===== src/rtl/llsc_pkg.sv =====
package llsc_pkg;
   typedef enum logic [2:0] {
      OP_NONE      = 3'd0,
      OP_LOAD      = 3'd1,
      OP_IFETCH    = 3'd2,
      OP_STORE     = 3'd3,
      OP_LINKED_LD = 3'd4,
      OP_COND_ST   = 3'd5,
      OP_LOCK_RD   = 3'd6,
      OP_LOCK_WR   = 3'd7
   } llsc_op_e;

   function automatic logic op_is_write_class(llsc_op_e op);
      return (op == OP_STORE) || (op == OP_LOCK_RD) || (op == OP_LOCK_WR);
   endfunction
endpackage


===== src/rtl/llsc_resv.sv =====
module llsc_resv
   import llsc_pkg::*;
#(
   parameter int LINE_W = 26,
   parameter int ID_W   = 4
) (
   input  logic              clk_i,
   input  logic              rst_ni,
   input  logic              cmp_valid_i,
   input  llsc_op_e          cmp_op_i,
   input  logic [LINE_W-1:0] cmp_line_i,
   input  logic [ID_W-1:0]   cmp_id_i,
   input  logic              cmp_present_i,
   output logic              sc_pass_o,
   output logic              resv_valid_o,
   output logic [LINE_W-1:0] resv_line_o,
   output logic [ID_W-1:0]   resv_id_o
);
   logic              valid_q;
   logic [LINE_W-1:0] line_q;
   logic [ID_W-1:0]   id_q;
   logic              line_hit;
   logic              owner_hit;
   logic              is_ll;
   logic              is_sc;
   logic              is_wr;

   assign line_hit  = valid_q && (line_q == cmp_line_i);
   assign owner_hit = line_hit && (id_q == cmp_id_i);
   assign is_ll     = cmp_valid_i && (cmp_op_i == OP_LINKED_LD);
   assign is_sc     = cmp_valid_i && (cmp_op_i == OP_COND_ST);
   assign is_wr     = cmp_valid_i && op_is_write_class(cmp_op_i);
   assign sc_pass_o = is_sc && owner_hit;

   always_ff @(posedge clk_i) begin
      if (!rst_ni) begin
         valid_q <= 1'b0;
         line_q  <= '0;
         id_q    <= '0;
      end else if (is_ll) begin
         valid_q <= 1'b1;
         line_q  <= cmp_line_i;
         id_q    <= cmp_id_i;
      end else if (is_sc && line_hit) begin
         valid_q <= 1'b0;
      end else if (is_wr && cmp_present_i && owner_hit) begin
         valid_q <= 1'b0;
      end
   end

   assign resv_valid_o = valid_q;
   assign resv_line_o  = line_q;
   assign resv_id_o    = id_q;

   AST_LL_SETS: assert property (@(posedge clk_i) disable iff (!rst_ni)
      is_ll |=> valid_q && (line_q == $past(cmp_line_i)) && (id_q == $past(cmp_id_i)));
   AST_SC_CLEARS: assert property (@(posedge clk_i) disable iff (!rst_ni)
      (is_sc && valid_q && (line_q == cmp_line_i)) |=> !valid_q);
   AST_READS_KEEP: assert property (@(posedge clk_i) disable iff (!rst_ni)
      (!cmp_valid_i || cmp_op_i == OP_LOAD || cmp_op_i == OP_IFETCH || cmp_op_i == OP_NONE)
      |=> $stable(valid_q) && $stable(line_q) && $stable(id_q));
   AST_FOREIGN_WR_KEEPS: assert property (@(posedge clk_i) disable iff (!rst_ni)
      (cmp_valid_i && cmp_op_i == OP_STORE && cmp_id_i != id_q) |=> $stable(valid_q));
endmodule


===== src/rtl/llsc_lock_slot.sv =====
module llsc_lock_slot #(
   parameter int LINE_W = 26
) (
   input  logic              clk_i,
   input  logic              rst_ni,
   input  logic              set_i,
   input  logic              unlock_i,
   input  logic [LINE_W-1:0] cmp_line_i,
   input  logic [LINE_W-1:0] req_line_i,
   output logic              busy_o,
   output logic              cmp_hit_o,
   output logic              req_hit_o
);
   logic              busy_q;
   logic [LINE_W-1:0] line_q;

   assign cmp_hit_o = busy_q && (line_q == cmp_line_i);
   assign req_hit_o = busy_q && (line_q == req_line_i);
   assign busy_o    = busy_q;

   always_ff @(posedge clk_i) begin
      if (!rst_ni) begin
         busy_q <= 1'b0;
         line_q <= '0;
      end else if (set_i) begin
         busy_q <= 1'b1;
         line_q <= cmp_line_i;
      end else if (unlock_i && cmp_hit_o) begin
         busy_q <= 1'b0;
      end
   end

   AST_SLOT_TAKES_LINE: assert property (@(posedge clk_i) disable iff (!rst_ni)
      set_i |=> busy_q && (line_q == $past(cmp_line_i)));
   AST_SLOT_RELEASE: assert property (@(posedge clk_i) disable iff (!rst_ni)
      (unlock_i && busy_q && (line_q == cmp_line_i)) |=> !busy_q);
endmodule


===== src/rtl/llsc_lock_table.sv =====
module llsc_lock_table #(
   parameter int LINE_W     = 26,
   parameter int LOCK_SLOTS = 2
) (
   input  logic                  clk_i,
   input  logic                  rst_ni,
   input  logic                  lock_i,
   input  logic                  unlock_i,
   input  logic [LINE_W-1:0]     cmp_line_i,
   input  logic                  req_valid_i,
   input  logic [LINE_W-1:0]     req_line_i,
   output logic                  req_stall_o,
   output logic [LOCK_SLOTS-1:0] busy_o
);
   logic [LOCK_SLOTS-1:0] busy;
   logic [LOCK_SLOTS-1:0] cmp_hit;
   logic [LOCK_SLOTS-1:0] req_hit;
   logic [LOCK_SLOTS-1:0] first_free;
   logic [LOCK_SLOTS-1:0] set_vec;
   logic                  already;

   assign already = |cmp_hit;

   if (LOCK_SLOTS == 1) begin : g_single
      assign first_free = ~busy;
   end else begin : g_chain
      logic [LOCK_SLOTS:0] taken_below;
      assign taken_below[0] = 1'b0;
      for (genvar k = 0; k < LOCK_SLOTS; k++) begin : g_pick
         assign first_free[k]    = !busy[k] && !taken_below[k];
         assign taken_below[k+1] = taken_below[k] || !busy[k];
      end
   end

   assign set_vec = (lock_i && !already) ? first_free : '0;

   for (genvar k = 0; k < LOCK_SLOTS; k++) begin : g_slot
      llsc_lock_slot #(.LINE_W(LINE_W)) u_slot (
         .clk_i      (clk_i),
         .rst_ni     (rst_ni),
         .set_i      (set_vec[k]),
         .unlock_i   (unlock_i),
         .cmp_line_i (cmp_line_i),
         .req_line_i (req_line_i),
         .busy_o     (busy[k]),
         .cmp_hit_o  (cmp_hit[k]),
         .req_hit_o  (req_hit[k])
      );
   end

   assign req_stall_o = req_valid_i && (|req_hit);
   assign busy_o      = busy;

   AST_ONE_SET: assert property (@(posedge clk_i) disable iff (!rst_ni)
      $onehot0(set_vec));
   AST_NO_DUP_LINE: assert property (@(posedge clk_i) disable iff (!rst_ni)
      $countones(req_hit) <= 1);
endmodule


===== src/rtl/llsc_monitor.sv =====
module llsc_monitor
   import llsc_pkg::*;
#(
   parameter int LINE_W     = 26,
   parameter int ID_W       = 4,
   parameter int LOCK_SLOTS = 2
) (
   input  logic                  clk_i,
   input  logic                  rst_ni,
   input  logic                  cmp_valid_i,
   input  logic [2:0]            cmp_op_i,
   input  logic [LINE_W-1:0]     cmp_line_i,
   input  logic [ID_W-1:0]       cmp_id_i,
   input  logic                  cmp_present_i,
   input  logic                  req_valid_i,
   input  logic [LINE_W-1:0]     req_line_i,
   output logic                  req_stall_o,
   output logic                  sc_done_o,
   output logic                  sc_data_o,
   output logic                  resv_valid_o,
   output logic [LINE_W-1:0]     resv_line_o,
   output logic [ID_W-1:0]       resv_id_o,
   output logic [LOCK_SLOTS-1:0] lock_busy_o
);
   if (LINE_W < 1) begin : g_bad_line
      $error("LINE_W must be at least 1");
   end
   if (ID_W < 1) begin : g_bad_id
      $error("ID_W must be at least 1");
   end
   if (LOCK_SLOTS < 1 || LOCK_SLOTS > 64) begin : g_bad_slots
      $error("LOCK_SLOTS must be between 1 and 64");
   end

   llsc_op_e op;
   logic     sc_pass;
   logic     is_sc;
   logic     done_q;
   logic     data_q;

   assign op    = llsc_op_e'(cmp_op_i);
   assign is_sc = cmp_valid_i && (op == OP_COND_ST);

   llsc_resv #(.LINE_W(LINE_W), .ID_W(ID_W)) u_resv (
      .clk_i         (clk_i),
      .rst_ni        (rst_ni),
      .cmp_valid_i   (cmp_valid_i),
      .cmp_op_i      (op),
      .cmp_line_i    (cmp_line_i),
      .cmp_id_i      (cmp_id_i),
      .cmp_present_i (cmp_present_i),
      .sc_pass_o     (sc_pass),
      .resv_valid_o  (resv_valid_o),
      .resv_line_o   (resv_line_o),
      .resv_id_o     (resv_id_o)
   );

   llsc_lock_table #(.LINE_W(LINE_W), .LOCK_SLOTS(LOCK_SLOTS)) u_locks (
      .clk_i       (clk_i),
      .rst_ni      (rst_ni),
      .lock_i      (cmp_valid_i && (op == OP_LOCK_RD)),
      .unlock_i    (cmp_valid_i && (op == OP_LOCK_WR)),
      .cmp_line_i  (cmp_line_i),
      .req_valid_i (req_valid_i),
      .req_line_i  (req_line_i),
      .req_stall_o (req_stall_o),
      .busy_o      (lock_busy_o)
   );

   always_ff @(posedge clk_i) begin
      if (!rst_ni) begin
         done_q <= 1'b0;
         data_q <= 1'b0;
      end else begin
         done_q <= is_sc;
         data_q <= sc_pass;
      end
   end

   assign sc_done_o = done_q;
   assign sc_data_o = data_q;

   AST_SC_WIN_NEEDS_OWNER: assert property (@(posedge clk_i) disable iff (!rst_ni)
      (is_sc && !(resv_valid_o && resv_line_o == cmp_line_i && resv_id_o == cmp_id_i))
      |=> sc_done_o && !sc_data_o);
   AST_NO_SC_NO_DONE: assert property (@(posedge clk_i) disable iff (!rst_ni)
      !is_sc |=> !sc_done_o && !sc_data_o);
endmodule


===== config.mk =====
export PLATFORM = sky130hd
export DESIGN_NAME = llsc_monitor
export DESIGN_NICKNAME = d
export VERILOG_FILES = /design/src/rtl/llsc_pkg.sv /design/src/rtl/llsc_resv.sv /design/src/rtl/llsc_lock_slot.sv /design/src/rtl/llsc_lock_table.sv /design/src/rtl/llsc_monitor.sv
export SDC_FILE = /design/constraint.sdc
export NUM_CORES = 1
export LEC_CHECK = 0
export BUFFER_PORTS_ARGS = -buffer_cell sky130_fd_sc_hd__buf_2
export CAP_MARGIN = 20
export CORE_MARGIN = 1.5
export CORE_UTILIZATION = 56
export CTS_BUF_LIST = sky130_fd_sc_hd__clkbuf_16
export DETAILED_ROUTE_END_ITERATION = 12
export PLACE_DENSITY = 0.83
export SLEW_MARGIN = 5
export SYNTH_ARGS = -nofsm -noshare
export SYNTH_HDL_FRONTEND = slang
export SYNTH_SLANG_ARGS = --single-unit

===== constraint.sdc =====
create_clock -name clk_i -period 2.37 [get_ports clk_i]
set_clock_uncertainty 0.2 [all_clocks]
set_input_delay 0.237 -clock clk_i [delete_from_list [all_inputs] [get_ports clk_i]]
set_output_delay 0.237 -clock clk_i [all_outputs]
set_load 0.03 [all_outputs]

# Word level (Yosys, flattened, before mapping)
# Cells that the tools add are included.
# Widths: inputs -> output; s select.
# classes
eq_ne	11
mux	8
n_reduce_logical	30
# op_table
operator	n
$eq 26x26->1	5
$logic_and 1x1->1	20
$eq 3x3->1 const B	4
$mux 1	7
$eq 4x4->1	1
$reduce_bool 2->1	2
$reduce_or 2->1	2
$eq 3x2->1 const B	1
$logic_not 1->1	3
$reduce_bool 3->1	1
$logic_or 1x1->1	2
$mux 2	1
# totals
reg_bits	87
inputBits	64

# Depth between registers and ports, before layout
# logic_depth
ltp_word	9
depth_mapped	9
depth_no_buf	6

# By module
# From an unflattened synthesis, not the netlist that was laid out.
# unflattened
hier_cells	515
area_unflattened_um2	4842.1
# by_module_without_submodules
mod	instances	cells_per_inst	area_per_inst_um2
llsc_lock_slot	2	159	1589.0
llsc_resv	1	183	1551.5
llsc_monitor	1	10	80.1
llsc_lock_table	1	4	32.5

# Least setup slack after synthesis
# No wires, ideal clock.
# synth_path
path_type	input-to-reg
start	input cmp_line_i[2]
end	register u_locks.g_slot[1].u_slot.busy_q
slack_ns	0.257
cell_stages	9
required_ns	2.055
setup_ns	0.115
arrival_ns	1.798
path_cell_list	buf_2 -> xor2_1 -> nor4_2 -> nand4_1 -> nor4_2 -> nor4_1 -> buf_6 -> buf_6 -> o21a_1
# synth_between
elab_chain_cells	7
elab_cells_between_ends	11
# synth_rtl
item	line_no	source
from (decl)	llsc_monitor.sv:12	input logic [LINE_W-1:0] cmp_line_i,
$eq 26x26->1	llsc_lock_slot.sv:17	assign cmp_hit_o = busy_q && (line_q == cmp_line_i);
$logic_and 1x1->1	llsc_lock_slot.sv:17	
$reduce_or 2->1	llsc_lock_table.sv:22	assign already = |cmp_hit;
$logic_not 1->1	llsc_lock_table.sv:35	assign set_vec = (lock_i && !already) ? first_free : '0;
$logic_and 1x1->1	llsc_lock_table.sv:35	
$mux 2	llsc_lock_table.sv:35	
$mux 1 / $reduce_bool 2->1 (equally long branches)	--	
to (signal assigned)	llsc_lock_slot.sv:23	busy_q <= 1'b0;
to (signal assigned)	llsc_lock_slot.sv:26	busy_q <= 1'b1;
to (signal assigned)	llsc_lock_slot.sv:29	busy_q <= 1'b0;
to (decl)	llsc_lock_slot.sv:14	logic busy_q;
# Parallel ways exist; a longest one is shown, timed or not.
# A chain may end at the register's enable or synchronous reset.

# Worst setup path in the final report
# layout_path
start	register u_locks.g_slot[1].u_slot.line_q[10]
end	output req_stall_o
# layout_between
elab_chain_cells	4
# layout_rtl
item	line_no	source
from (decl)	llsc_lock_slot.sv:15	logic [LINE_W-1:0] line_q;
from (signal assigned)	llsc_lock_slot.sv:27	line_q <= cmp_line_i;
$eq 26x26->1	llsc_lock_slot.sv:18	assign req_hit_o = busy_q && (line_q == req_line_i);
$logic_and 1x1->1	llsc_lock_slot.sv:18	
$reduce_or 2->1	llsc_lock_table.sv:51	assign req_stall_o = req_valid_i && (|req_hit);
$logic_and 1x1->1	llsc_lock_table.sv:51	
to (decl)	llsc_monitor.sv:17	output logic req_stall_o,
# Every way passes these cells.

==> impl_metrics.ini <==
[status]
status = finished clean

[worst_setup_path]
path_class = flop to output pin
crit_path_end_kind = output pin
cp_max_fo = 3
r2r_slack_ns = 0.08
critical_path_required_ns = 1.93
startpoint_type = flop
critical_path_arrival_ns = 1.86

[die]
die_area_sq_um = 9410
core_area_sq_um = 8640
rows = 34
ios = 100
initial_core_util_pct = 57.3
die_h_um = 97.0
die_x_um = 97.0

[placed_design]
portBuffers = 99
place_hpwl_um = 10500
place_ws_ns = 0.0432
routabilityCongestion = 0.947

[logic_synthesis]
synth_warnings = 0
netlist_top_cells_count = nand2_1 (143), dfxtp_1 (87), xnor2_1 (71), xor2_1 (63), mux2i_1 (52)
yosysMostFrequentCell = nand2_1
ys_types = 25
syn-cell-area_sq_um = 4950
ys_seq_elements = 87
synth_ff_type = dfxtp_1
synthArstFlopShare_pct = 0
seq_area_frac_synth_pct = 35.2
synth.top_cell.area_share_pct = 35.2
synthCells = 564
synth-edff-count = 0
synth.area.top_cells = dfxtp_1 (35%), xnor2_1 (13%), xor2_1 (11%)
postSynthAreaPerCell_sq_um = 8.77
syn-num-nets = 628
synth_area_leader_cell = dfxtp_1

[power]
ir_drop_mv = 0.420
power.switching_mw = 0.875
p_leak_nw = 2.27
power_frac_comb_pct = 13.9
p_seq_share_pct = 46.6
clkPwrFrac_pct = 39.5
switching_share_pct = 27.0
intPower_mw = 2.37
power_density_nw_per_um2 = 558

[cts]
clkTransAtPathRegs_ns = 0.06
htree_levels = 3
root_buffer = clkbuf_16
clkLatencyLatePin_ns = 0.34
clk_path_buf_depth = 2
clock-sinks = 87
tritoncts = built
postCtsSetupBuffers = 0
numCtsBuffers = 9

[grt]
grt_pass1_wl_um = 21600
grtUsageTotal_pct = 29.4
antenna_found_initial = 1
grt_pass1_vias = 4187
grt-ovfl-total = 0
grt_max_degree = 59

[timing]
fin_crit_sh_pct = 97.1
tns_ns = 0
setup_viol = 0
tightest_slew_ns = 0.612
grt_setup_unrepaired = true
finalHoldViolCount = 0
min_period_ns = 2.30
fmax_ghz = 0.435
slew_violations = 0
timing.final.ws_setup_ns = 0.0696
maxSlewHeadroom_pct = 59.2

[drt]
drtPass1Iterations = 6
drt-initial-drc-count = 252
drc = 0
avgRoutedWirePerCell_um = 18.2
route.vias.total = 4262
ant_nets = 0
wl_um = 13800
viasPerCell = 5.63

[final_layout]
nets = 708
areaGrowthSynthToFinish_pct = 17.6
fin_util_pct = 67.3
drive_above_1_share_pct = 22.2
antenna-diode-count = 0

[flow_run]
drv_cap = 0

[worst_hold_path]
hp-class = input pin to flop
[cells by family (layout without fill, tap and decap cells)]
family | Yosys count | after routing | share of synthesized area [%]
buffers and inverters | 55 | 140 | 6.63
and+or+nand+nor | 198 | 198 | 18.1
xor gates and xnor gates | 134 | 134 | 23.7
muxes | 52 | 52 | 10.5
AOI/OAI and AO/OA | 38 | 38 | 5.77
DFF | 87 | 87 | 35.2
[worst max-delay path, cell delays in order (launching register included)]
cell and delay, ns:
dfxtp_1 0.42, xnor2_1 0.14, nand4_1 0.18, nor4_2 0.35, nand4_1 0.12, a21boi_1 0.14
buf_4 0.17
[cells in the final DEF, fill, tap and decap left out, drive strengths merged, types with 4 or more instances in the layout]
cell	n
nand2	143
buf	117
dfxtp	87
xnor2	71
xor2	63
mux2i	52
a21boi	31
nand4	22
nor4	22
clkbuf	9
dlygate4sd3	5
nor3	5
clkinv	4
[state kept, by name, summed over array words and instances, names as in the netlist]
register,cells
u_resv.resv_line_o,26
u_locks.g_slot.u_slot.busy_o,2
u_resv.resv_valid_o,1
u_resv.resv_id_o,4
u_locks.g_slot.u_slot.line_q,52
sc_done_o,1
sc_data_o,1
[power groups by stage]
stage               clock network (mW)  logic (mW)  registers [mW]
global route                      1.34       0.483            1.51
finish                            1.28       0.450            1.51
floorplan                            0       0.264            1.56
global placement                     0       0.425            1.54
detailed placement                   0       0.433            1.54
CTS                               1.29       0.443            1.51
[routing by layer]
layer	GRT usage, %	share of wire [%]
met2	47.9	47
met4	12.4	3.3
met5	0	0.11
met3	6.58	8.0
met1	37.5	42
[per-stage QoR]
stage               hold WS, ns  power (mW)  cells  instance area, sq um
global route             0.0216        3.34    757                  5820
global placement          0.275        1.97    736                  5450
detailed placement        0.284        1.97    736                  5450
CTS                     0.00810        3.24    757                  5780
floorplan                 0.122        1.82    564                  4950
finish                   0.0175        3.24    757                  5820
[cell type report]
class / instances / area [sq um]
clock buffer: 9 / 225
clock inverter: 7 / 38.8
fill: 675 / 2820
inverter: 2 / 7.51
multi-input combinational: 422 / 2940
sequential: 87 / 1740
tap: 108 / 135
timing repair buffer: 122 / 721
[worst paths after layout]
kind                                          to  cells after the start                                start
max                                  req_stall_o                      6  u_locks.g_slot[1].u_slot.line_q[10]
max reg2reg  u_locks.g_slot[0].u_slot.line_q[16]                      7   u_locks.g_slot[1].u_slot.line_q[2]
min reg2reg               u_resv.resv_line_o[19]                      2               u_resv.resv_line_o[19]
min                       u_resv.resv_line_o[21]                      3                       cmp_line_i[21]
[timing repair]
item,CTS,global route
setup endpoints to repair,1,52
pin swaps,0,2
cloned,0,0
gates resized for setup,3,8
hold buffers,5,0
hold endpoints to repair,5,0
(Power assumes the default switching activity.)
